File: config.mk
export PLATFORM = sky130hd
export DESIGN_NAME = can_sleep_ctrl
export DESIGN_NICKNAME = d
export VERILOG_FILES = /design/src/rtl/can_sleep_pkg.sv /design/src/rtl/can_sleep_rx_filt.sv /design/src/rtl/can_sleep_core.sv /design/src/rtl/can_sleep_ctrl.sv
export SDC_FILE = /design/constraint.sdc
export NUM_CORES = 1
export LEC_CHECK = 0
export ABC_AREA = 1
export BUFFER_PORTS_ARGS = -buffer_cell sky130_fd_sc_hd__buf_2
export CORE_MARGIN = 10
export CORE_UTILIZATION = 46
export CTS_CLUSTER_SIZE = 28
export DETAILED_ROUTE_END_ITERATION = 8
export PLACE_DENSITY = 0.84
export SLEW_MARGIN = 15
export SYNTH_ARGS = -nofsm -noshare
export SYNTH_HDL_FRONTEND = slang
export SYNTH_HIERARCHICAL = 1
export SYNTH_SLANG_ARGS = --single-unit
export TNS_END_PERCENT = 10
File: constraint.sdc
create_clock -name clk -period 1.67 [get_ports clk]
set_input_delay 0.0835 -clock clk [delete_from_list [all_inputs] [get_ports clk]]
set_output_delay 0.0835 -clock clk [all_outputs]
set_load 0.02 [all_outputs]
File: src/rtl/can_sleep_pkg.sv
package can_sleep_pkg;
    localparam int REG_AW = 2;
    localparam int REG_DW = 8;

    localparam logic [REG_AW-1:0] ADDR_CTRL = 2'd0;
    localparam logic [REG_AW-1:0] ADDR_FLAG = 2'd1;
    localparam logic [REG_AW-1:0] ADDR_IEN  = 2'd2;

    localparam int BIT_SRST = 0;
    localparam int BIT_REQ  = 1;
    localparam int BIT_ACK  = 2;
    localparam int BIT_WUP  = 7;
    localparam int BIT_WIE  = 7;

    typedef enum logic [1:0] {
        ST_AWAKE = 2'd0,
        ST_DRAIN = 2'd1,
        ST_SLEEP = 2'd2
    } pm_mode_e;

    typedef struct packed {
        pm_mode_e mode;
        logic     req;
        logic     wflag;
        logic     wie;
    } pm_state_t;
endpackage

File: src/rtl/can_sleep_rx_filt.sv
module can_sleep_rx_filt #(
    parameter int SYNC_STAGES = 2,
    parameter int DOM_CYCLES  = 4
) (
    input  logic clk,
    input  logic rst_n,
    input  logic en_i,
    input  logic rx_i,
    output logic act_o
);
    localparam int CW = $clog2(DOM_CYCLES + 1);
    localparam logic [CW-1:0] CNT_TOP = CW'(DOM_CYCLES - 1);

    typedef struct packed {
        logic [SYNC_STAGES-1:0] sync;
        logic [CW-1:0]          cnt;
    } filt_t;

    filt_t s_d, s_q;
    logic  line;

    assign line = s_q.sync[SYNC_STAGES-1];

    always_comb begin
        s_d      = s_q;
        s_d.sync = {s_q.sync[SYNC_STAGES-2:0], rx_i};
        if (!en_i || line) begin
            s_d.cnt = '0;
        end else if (s_q.cnt != CNT_TOP) begin
            s_d.cnt = s_q.cnt + 1'b1;
        end
    end

    assign act_o = en_i && !line && (s_q.cnt == CNT_TOP);

    always_ff @(posedge clk or negedge rst_n) begin
        if (!rst_n) begin
            s_q.sync <= '1;
            s_q.cnt  <= '0;
        end else begin
            s_q <= s_d;
        end
    end

    // a detection needs the line to have been low, while listening, one cycle earlier too
    assert_short_low_ignored_R6: assert property (@(posedge clk) disable iff (!rst_n)
        (DOM_CYCLES > 1 && act_o) |-> $past(en_i && !line));
endmodule

File: src/rtl/can_sleep_core.sv
module can_sleep_core
    import can_sleep_pkg::*;
(
    input  logic              clk,
    input  logic              rst_n,
    input  logic              wr_en_i,
    input  logic [REG_AW-1:0] wr_addr_i,
    input  logic [REG_DW-1:0] wr_data_i,
    input  logic              tx_pending_i,
    input  logic              rx_busy_i,
    input  logic              act_i,
    output logic              req_o,
    output logic              ack_o,
    output logic              wflag_o,
    output logic              wie_o,
    output logic              listen_o,
    output logic              abort_o
);
    pm_state_t st_d, st_q;
    logic ctrl_wr, flag_wr, ien_wr, srst_wr, wake_ev;

    assign ctrl_wr = wr_en_i && (wr_addr_i == ADDR_CTRL);
    assign flag_wr = wr_en_i && (wr_addr_i == ADDR_FLAG);
    assign ien_wr  = wr_en_i && (wr_addr_i == ADDR_IEN);
    assign srst_wr = ctrl_wr && wr_data_i[BIT_SRST];
    assign wake_ev = (st_q.mode == ST_SLEEP) && act_i;

    always_comb begin
        st_d = st_q;
        if (ien_wr) begin
            st_d.wie = wr_data_i[BIT_WIE];
        end
        if (flag_wr && wr_data_i[BIT_WUP]) begin
            st_d.wflag = 1'b0;
        end
        unique case (st_q.mode)
            ST_AWAKE, ST_DRAIN: begin
                if (!st_q.req) begin
                    st_d.mode = ST_AWAKE;
                end else if (!tx_pending_i && !rx_busy_i) begin
                    st_d.mode = ST_SLEEP;
                end else begin
                    st_d.mode = ST_DRAIN;
                end
            end
            ST_SLEEP: begin
                if (act_i) begin
                    st_d.mode  = ST_AWAKE;
                    st_d.req   = 1'b0;
                    st_d.wflag = 1'b1;
                end
            end
            default: st_d.mode = ST_AWAKE;
        endcase
        if (ctrl_wr && !wake_ev) begin
            st_d.req = wr_data_i[BIT_REQ];
            if (!wr_data_i[BIT_REQ]) begin
                st_d.mode = ST_AWAKE;
            end
        end
        if (srst_wr) begin
            st_d.mode  = ST_AWAKE;
            st_d.req   = 1'b0;
            st_d.wflag = 1'b0;
        end
    end

    always_ff @(posedge clk or negedge rst_n) begin
        if (!rst_n) begin
            st_q <= '{mode: ST_AWAKE, req: 1'b0, wflag: 1'b0, wie: 1'b0};
        end else begin
            st_q <= st_d;
        end
    end

    assign req_o    = st_q.req;
    assign ack_o    = (st_q.mode == ST_SLEEP);
    assign wflag_o  = st_q.wflag;
    assign wie_o    = st_q.wie;
    assign listen_o = (st_q.mode == ST_SLEEP);
    assign abort_o  = st_q.req && (st_q.mode != ST_SLEEP) && tx_pending_i;

    // being asleep always goes with a standing request
    assert_sleep_has_req_R2: assert property (@(posedge clk) disable iff (!rst_n)
        ack_o |-> req_o);
    // acknowledge only rises after a cycle with no transmit and no reception
    assert_ack_after_idle_R3: assert property (@(posedge clk) disable iff (!rst_n)
        $rose(ack_o) |-> $past(!tx_pending_i && !rx_busy_i));
    // a wakeup clears request and acknowledge and sets the flag
    assert_wake_clears_R5: assert property (@(posedge clk) disable iff (!rst_n)
        (wake_ev && !srst_wr) |=> (!req_o && !ack_o && wflag_o));
    // the flag only rises out of sleep
    assert_flag_only_from_sleep_R6: assert property (@(posedge clk) disable iff (!rst_n)
        $rose(wflag_o) |-> $past(st_q.mode == ST_SLEEP));
    // host clearing the request leaves sleep
    assert_host_exit_R9: assert property (@(posedge clk) disable iff (!rst_n)
        (ctrl_wr && !wr_data_i[BIT_REQ]) |=> !ack_o);
    // soft reset empties request, acknowledge and flag
    assert_srst_clears_R10: assert property (@(posedge clk) disable iff (!rst_n)
        srst_wr |=> (!req_o && !ack_o && !wflag_o));
endmodule

File: src/rtl/can_sleep_ctrl.sv
module can_sleep_ctrl
    import can_sleep_pkg::*;
#(
    parameter int SYNC_STAGES = 2,
    parameter int DOM_CYCLES  = 4
) (
    input  logic              clk,
    input  logic              rst_n,
    input  logic              reg_wr,
    input  logic [REG_AW-1:0] reg_addr,
    input  logic [REG_DW-1:0] reg_wdata,
    output logic [REG_DW-1:0] reg_rdata,
    input  logic              rx_in,
    input  logic              tx_pending,
    input  logic              rx_busy,
    output logic              tx_abort_req,
    output logic              wake_irq
);
    logic act, listen, req, ack, wflag, wie;

    can_sleep_rx_filt #(
        .SYNC_STAGES(SYNC_STAGES),
        .DOM_CYCLES (DOM_CYCLES)
    ) filt_i (
        .clk  (clk),
        .rst_n(rst_n),
        .en_i (listen),
        .rx_i (rx_in),
        .act_o(act)
    );

    can_sleep_core core_i (
        .clk         (clk),
        .rst_n       (rst_n),
        .wr_en_i     (reg_wr),
        .wr_addr_i   (reg_addr),
        .wr_data_i   (reg_wdata),
        .tx_pending_i(tx_pending),
        .rx_busy_i   (rx_busy),
        .act_i       (act),
        .req_o       (req),
        .ack_o       (ack),
        .wflag_o     (wflag),
        .wie_o       (wie),
        .listen_o    (listen),
        .abort_o     (tx_abort_req)
    );

    always_comb begin
        reg_rdata = '0;
        unique case (reg_addr)
            ADDR_CTRL: begin
                reg_rdata[BIT_ACK] = ack;
                reg_rdata[BIT_REQ] = req;
            end
            ADDR_FLAG: reg_rdata[BIT_WUP] = wflag;
            ADDR_IEN:  reg_rdata[BIT_WIE] = wie;
            default:   reg_rdata = '0;
        endcase
    end

    assign wake_irq = wflag && wie;

    // disabling the interrupt silences the output from the next cycle on
    assert_irq_masked_R7: assert property (@(posedge clk) disable iff (!rst_n)
        (reg_wr && reg_addr == ADDR_IEN && !reg_wdata[BIT_WIE]) |=> !wake_irq);
endmodule

# Word-level counts from Yosys, hierarchy flattened
# Index checks and enable logic that the tools add are counted.
# totals
input_bits	16
output_inout_bits	10
regBits	10
# classes
n_eq_ne	7
n_reduce_logical	26
add_sub_neg	1
mux	13
# op_table
cell	count
$logic_and A1 B1 Y1	13
$mux W2	5
$mux W3	3
$mux W4	2
$reduce_bool A3 Y1	2
$logic_not A1 Y1	5
$eq A2 B1 Y1 const B	2
$eq A2 B2 Y1 const B	2
$logic_not A2 Y1	2
$pmux W2 S2	1
$add A3 B1 Y3 const B	1
$eq A3 B2 Y1 const B	1
$ne A3 B2 Y1 const B	1
$ne A2 B2 Y1 const B	1
$pmux W1 S2	1
$reduce_and A2 Y1	1
$reduce_bool A2 Y1	1
$reduce_or A2 Y1	1
$logic_or A1 B1 Y1	1
$mux W1	1

# Longest topological paths before layout
# Gate-level depths: netlist of the first run.
# depth
word_depth	9
mapped_depth	10
depth_no_buf	9

# Hierarchy
# The synthesis of the first run kept the hierarchy.
# modules_own_cells
mod	cells_each	n_inst	seq_area_each_um2	area_per_inst_um2
can_sleep_core	44	1	125.1	307.8
can_sleep_rx_filt	24	1	127.6	224.0
can_sleep_ctrl	21	1	0.0	128.9

# Worst setup path before layout of the first run
# OpenSTA, ideal clock, no wires.
# synth_timing
path_kind	register -> register
start	register filt_i/s_q[0] (netlist name)
end	register core_i/st_q[4] (netlist name)
path_stages_with_launch	9
t_required_ps	1555
setup_slack_ps	299
t_arrival_ps	1256
cell_sequence	dfrtp_1 ha_1 ha_1 inv_2 nor2_1 nand3_1 nand3_2 nand2_1 nor2_2
# synth_lines
item	line_no	source
from (decl)	can_sleep_rx_filt.sv:19	filt_t s_d, s_q;
to (signal assigned)	can_sleep_core.sv:70	st_q <= '{mode: ST_AWAKE, req: 1'b0, wflag: 1'b0, wie: 1'b0};
to (signal assigned)	can_sleep_core.sv:72	st_q <= st_d;
to (decl)	can_sleep_core.sv:19	pm_state_t st_d, st_q;

==> results of run 1 <==
[cells in the mapped netlist, drive strengths merged]
library cell and n:
nor2 9, conb 1, inv 21, nand4 2
buf 6, ha 5, dfrtp 8, nand2 24
dfstp 2, nand3 5, a21oi 4, o21ai 2
[routing by layer]
metal	part of all wire (%)	routed length, um	up-vias	track usage (%)
met1	45	578	228	8.08
met4	0	0	0	1.01
met5	0	0	-	0
met2	51	645	13	14.3
li1	-	-	293	-
met3	4.1	52	0	3.05
[path summary, 6_finish.rpt]
path                             endpoint  slack (ns)  depth (start not counted)
min                          core_i/wie_o        0.09                          3
max                        core_i/st_q[4]        0.17                          8
min reg2reg                   filt_i/line        0.36                          0
max in group asynchronous     filt_i/line        1.20                          2
max reg2reg                core_i/st_q[4]        0.17                          8
min in group asynchronous   filt_i/s_q[2]        0.20                          2
[logic make-up (layout without fill, tap and decap cells)]
logic type	count (synthesis)	count (layout)	synth area share, %
compound gates	6	6	5.11
fa+ha+maj	5	5	9.47
buf+inv	27	42	18.7
flops	10	10	38.3
other cells	1	5	0.568
simple gates	40	40	27.8
[area by class of cell]
class	instances	area (um^2)	area share, %
inverter	21	78.8	10.2
timing repair buffer	17	95.1	12.3
sequential	10	253	32.8
tap	15	18.8	2.44
clock buffer	4	26.3	3.41
multi-input combinational	56	299	38.8
[per-stage QoR]
| step | hold WS (ns) | cell area, um^2 | cells | total power [uW] |
|---|---|---|---|---|
| 2_1_floorplan | -0.212 | 676 | 93 | 396 |
| 3_3_place_gp | -0.0542 | 724 | 117 | 418 |
| 3_5_place_dp | -0.0455 | 724 | 117 | 425 |
| 4_1_cts | 0.0908 | 771 | 123 | 601 |
| 5_1_grt | 0.129 | 771 | 123 | 626 |
| 6_report | 0.0908 | 771 | 123 | 592 |
[worst register-to-register path, delay by kind of cell, from the launching register on]
family / cells / cell delay [ns]
simple gates: 5 / 0.60
fa+ha+maj: 2 / 0.37
flops: 1 / 0.38
buf+inv: 1 / 0.08
[where the power goes]
group          switching [uW]  internal (uW)
sequential               18.4            267
combinational            88.0           48.7
clock                    78.2           91.9
total                     185            408
[state kept, by name, summed over array words and instances, names as in the netlist]
register / flops
filt_i/s_d: 1
core_i/req_o: 1
core_i/wie_o: 1
filt_i/line: 1
filt_i/s_q: 3
core_i/wflag_o: 1
core_i/st_q: 2
==> out/results.ini, run 1 <==
[status]
status=finished, final reports clean

[pwr]
worst_ir_drop_vdd_mv=0.424
leakage_uw=0.000460
power.density_mw_per_mm2=768

[sta]
fin_ws_ns=0.170
setup_viol_count_final=0
fin_crit_sh_pct=89.8
rsz0062_at_grt=no
hold_violations=0
period_needed_ns=1.50
fin_skew_ns=0.0111
finalSetupTns_ns=0
slew_violations=0
fmax_ghz=0.667

[clock_network]
cts_sinks=10
clock_path_buffers=2
ctsResizeCount=0
numCtsBuffers=3
clock_latency_ns=0.26
cts.clk_slew.worst_paths_ns=0.06
cts_tree=built
post_cts_buffers=0
postCtsHoldBufs=2
htreeDepth=1
root_buffer=clkbuf_4

[final_layout]
fin_nets=130
finalCoreUtilization_pct=57.8
diodes=0
syn_to_final_growth_pct=16.7
drive_gt1_share_pct=25.9
n_fill_cell=133
final_cell_mix=nand2_1 (23), inv_1 (20), buf_2 (15)
layout_commonest_cell=nand2_1

[yosys]
yosys-top-cells-area=dfrtp_1 (30%), nand2_1 (13%), inv_1 (11%)
yosysWarnings=6
netlist_area_um2=661
synth_cell_types=19
ys_seq_area_share_pct=38.3
netlist.area_leader.share_pct=30.3
synthCells=89
ys_seq_elements=10
yosysTopAreaCell=dfrtp_1
syn_area_per_cell_um2=7.42

[floorplan]
row_count=13
io_pins=26
die_area_mm2=0.00335
die_w_um=57.9
coreArea_mm2=0.00133
initial_utilization_pct=49.5
die_h_um=57.9

[worst_setup_path]
critPathKind=reg -> reg
cp_slowest_cell=dfrtp_1
startpoint=filt_i/s_q[0]
cp_common_cell=ha_1
r2r_start=filt_i/s_q[0]
startpoint_type=flop
crit_path_max_fanout=4
arrival_ns=1.68
required_ns=1.85
cp_cell_sequence=ha_1 -> ha_1 -> inv_2 -> nor2_1 -> nand3_1 -> nand3_2 -> nand2_1 -> nor2_2
max_stage_delay_ns=0.38
critPathTopFamily=simple AND/OR/NAND/NOR gates
critPathBufInv=1
endpoint_kind=flop

[flow_run]
cap_viol_max_count=0

[global_route]
first_global_vias=580
grt_pass1_wl_um=2190
antenna_found_initial=0
grt-ovfl-total=0
grtUsageTotal_pct=7.69
grt_max_degree=11

[route]
ant_nets=0
wire_per_inst_um=10.4
firstDrtPassIters=2
wirelength_um=1280
drc=0
viasPerCell=4.34
vias=534
drtIter0Drc=10

[placement]
place.gp.congestion=0.768
pre_cts_ws_ns=0.161
io_buffers=15
hpwlAfterDp_um=1110

[hold_path]
hp-start=reg_wdata[7]
holdCritPathClass=in -> reg

Power figures use the tool's default switching activity.
==> run 2, diff against run 1 <==
==> constraint.sdc (replaced) <==
create_clock -name clk -period 1.67 [get_ports clk]
set_input_delay 0 -clock clk [delete_from_list [all_inputs] [get_ports clk]]
set_output_delay 0 -clock clk [all_outputs]
set_load 0.02 [all_outputs]
==> run 2 against run 1 <==
Effect of this change:
- critical path depth did not move
- first-iteration DRC count decreased by 60%
- die area stayed put
- global-route usage increased by 0.26 points
- combinational power is essentially flat
- via count up 0.94%
- worst hold slack got worse by 0.086 ns
- setup slack worse by 0.0099 ns
- sequential cell count is the same
- largest power group unchanged
==> out/results.ini, run 2 (synthesis results as in run 1) <==
[status]
status=finished, final reports clean

[route]
viasPerCell=4.38  ; +0.94%
wire_per_inst_um=10.1  ; -3.0%
top_layer_used=met3
wirelength_um=1240  ; -3.0%
route.met2.wl_um=639  ; -0.93%
firstDrtPassIters=3  ; +1
wl_met3_um=73  ; +40%
met1_length_um=524  ; -9.3%
vias=539  ; +0.94%
drtIter0Drc=4  ; -6
ant_nets=0  ; unchanged
drc=0  ; unchanged

[placement]
dp.cells=117  ; unchanged
place.gp.congestion=0.774  ; +0.79%
hpwlAfterDp_um=1080  ; -2.9%
io_buffers=15  ; unchanged

[final_layout]
diodes=0  ; unchanged
final_cell_mix=nand2_1 (23), inv_1 (20), buf_2 (15)
largest_register_ff_count=3  ; unchanged
fin_nets=130  ; unchanged
drive_gt1_share_pct=25.9  ; unchanged
syn_to_final_growth_pct=16.7  ; unchanged
multi_input_area_um2=299  ; unchanged
final_cells=123  ; unchanged
top_regs=filt_i/s_q x3, core_i/st_q x2
ff_latch_area_um2=253  ; unchanged
n_fill_cell=143  ; +7.5%
layout_commonest_cell=nand2_1
max_flop_register=filt_i/s_q

[sta]
setup_viol_count_final=0  ; unchanged
rsz0062_at_grt=no
period_needed_ns=1.51  ; +0.00986 ns
fmax_ghz=0.662  ; -0.65%
finalSetupTns_ns=0  ; unchanged
slew_violations=0  ; unchanged
hold_slack_ns=0.00508  ; -0.0857 ns
fin_crit_sh_pct=90.4  ; +0.59 points
fin_skew_ns=0.00859  ; -0.00246 ns
hold_violations=0  ; unchanged

[worst_setup_path]
cp_slowest_cell=dfrtp_1
endpoint_kind=flop
critPathKind=reg -> reg
cp_common_cell=ha_1
path_depth=8  ; unchanged
critPathBufInv=1  ; unchanged
r2r_start=filt_i/s_q[0]
r2r_slack_ns=0.16  ; about the same
arrival_ns=1.69  ; about the same
cp_cell_sequence=ha_1 -> ha_1 -> inv_2 -> nor2_1 -> nand3_1 -> nand3_2 -> nand2_1 -> nor2_2
max_stage_delay_ns=0.38  ; about the same
required_ns=1.85  ; about the same
startpoint_type=flop
crit_path_max_fanout=4  ; unchanged
startpoint=filt_i/s_q[0]
r2r_cells=8  ; unchanged
critPathTopFamily=simple AND/OR/NAND/NOR gates

[clock_network]
clock_latency_ns=0.26  ; about the same
cts_tree=built
numCtsBuffers=3  ; unchanged
cts_sinks=10  ; unchanged
post_cts_buffers=0  ; unchanged
root_buffer=clkbuf_4
htreeDepth=1  ; unchanged
clock_path_buffers=2  ; unchanged
cts.clk_slew.worst_paths_ns=0.06  ; about the same

[global_route]
grtUsageTotal_pct=7.95  ; +0.26 points
grt_max_degree=11  ; unchanged
grt-ovfl-total=0  ; unchanged
antenna_found_initial=0  ; unchanged
first_global_vias=613  ; +5.7%
grt_pass1_wl_um=2260  ; +3.5%

[floorplan]
row_count=13  ; unchanged
initial_utilization_pct=49.5  ; unchanged
io_pins=26  ; unchanged
die_area_mm2=0.00335  ; unchanged
die_w_um=57.9  ; unchanged
die_h_um=57.9  ; unchanged
coreArea_mm2=0.00133  ; unchanged

[pwr]
power.switching_uw=181  ; -1.8%
leakage_uw=0.000460  ; unchanged
power.share.clock_pct=28.4  ; -0.3 points
power_frac_comb_pct=23.1  ; about the same
power.density_mw_per_mm2=764  ; -0.55%
worst_ir_drop_vdd_mv=0.416  ; -1.9%
seq_power_share_pct=48.5  ; +0.3 points
p_int_uw=408  ; about the same
swShare_pct=30.8  ; -0.38 points

[hold_path]
hp-start=reg_wdata[7]
min_path_cells=3  ; unchanged
holdCritPathClass=in -> reg

[flow_run]
cap_viol_max_count=0  ; unchanged

-- run 2: cell counts in the layout (fill, tap and decap cells not counted) --
No cell type changed its count.
-- run 2: final timing paths --
path	endpoint
max in group asynchronous	filt_i/line
worst max register to register	core_i/st_q[4]
worst min-delay path	core_i/wie_o
worst max-delay path	core_i/st_q[4]
min in group asynchronous	filt_i/s_q[2]
worst min register to register	filt_i/line
-- run 2: area by class of cell --
| type | instances | area share, % |
|---|---|---|
| Timing Repair Buffer | 17 | 12.3 |
| Clock buffer | 4 | 3.41 |
| Sequential cell | 10 | 32.8 |
| Tap cell | 15 | 2.44 |
| Inverter | 21 | 10.2 |
| Multi-Input combinational cell | 56 | 38.8 |
-- run 2: power groups by stage --
stage,clock (uW),combinational (uW),sequential [uW]
after floorplan,0,111,286
after global placement,0,129,289
after detailed placement,0,133,290
after CTS,173,137,286
after global routing,184,158,289
final,168,136,285
-- run 2: metrics by stage --
stage	worst slack, ns	power (uW)	instance area, um^2	util [%]
2_1_floorplan	0.299	396	676	-
3_3_place_gp	0.207	418	724	54.3
3_5_place_dp	0.148	424	724	54.3
4_1_cts	0.138	596	771	57.8
5_1_grt	0.00442	631	771	57.8
6_report	0.160	589	771	57.8
-- run 2: what timing repair did --
action / CTS / global route
hold buffers: 2 / 0
resized for setup: 0 / 0
hold endpoints to repair: 11 / 0
endpoints found under the setup margin: 0 / 0
-- run 2: layer usage --
layer	up-vias	global-route usage, %
li1	293	-
met1	233	7.96
met2	13	14.9
met3	0	3.70
met4	0	1.01
met5	-	0
-- run 2: worst reg2reg max path: stages, from the launching register on --
cell	delay (ns)
dfrtp_1	0.38
ha_1	0.16
ha_1	0.22
inv_2	0.08
nor2_1	0.14
nand3_1	0.18
nand3_2	0.13
nand2_1	0.07
nor2_2	0.08
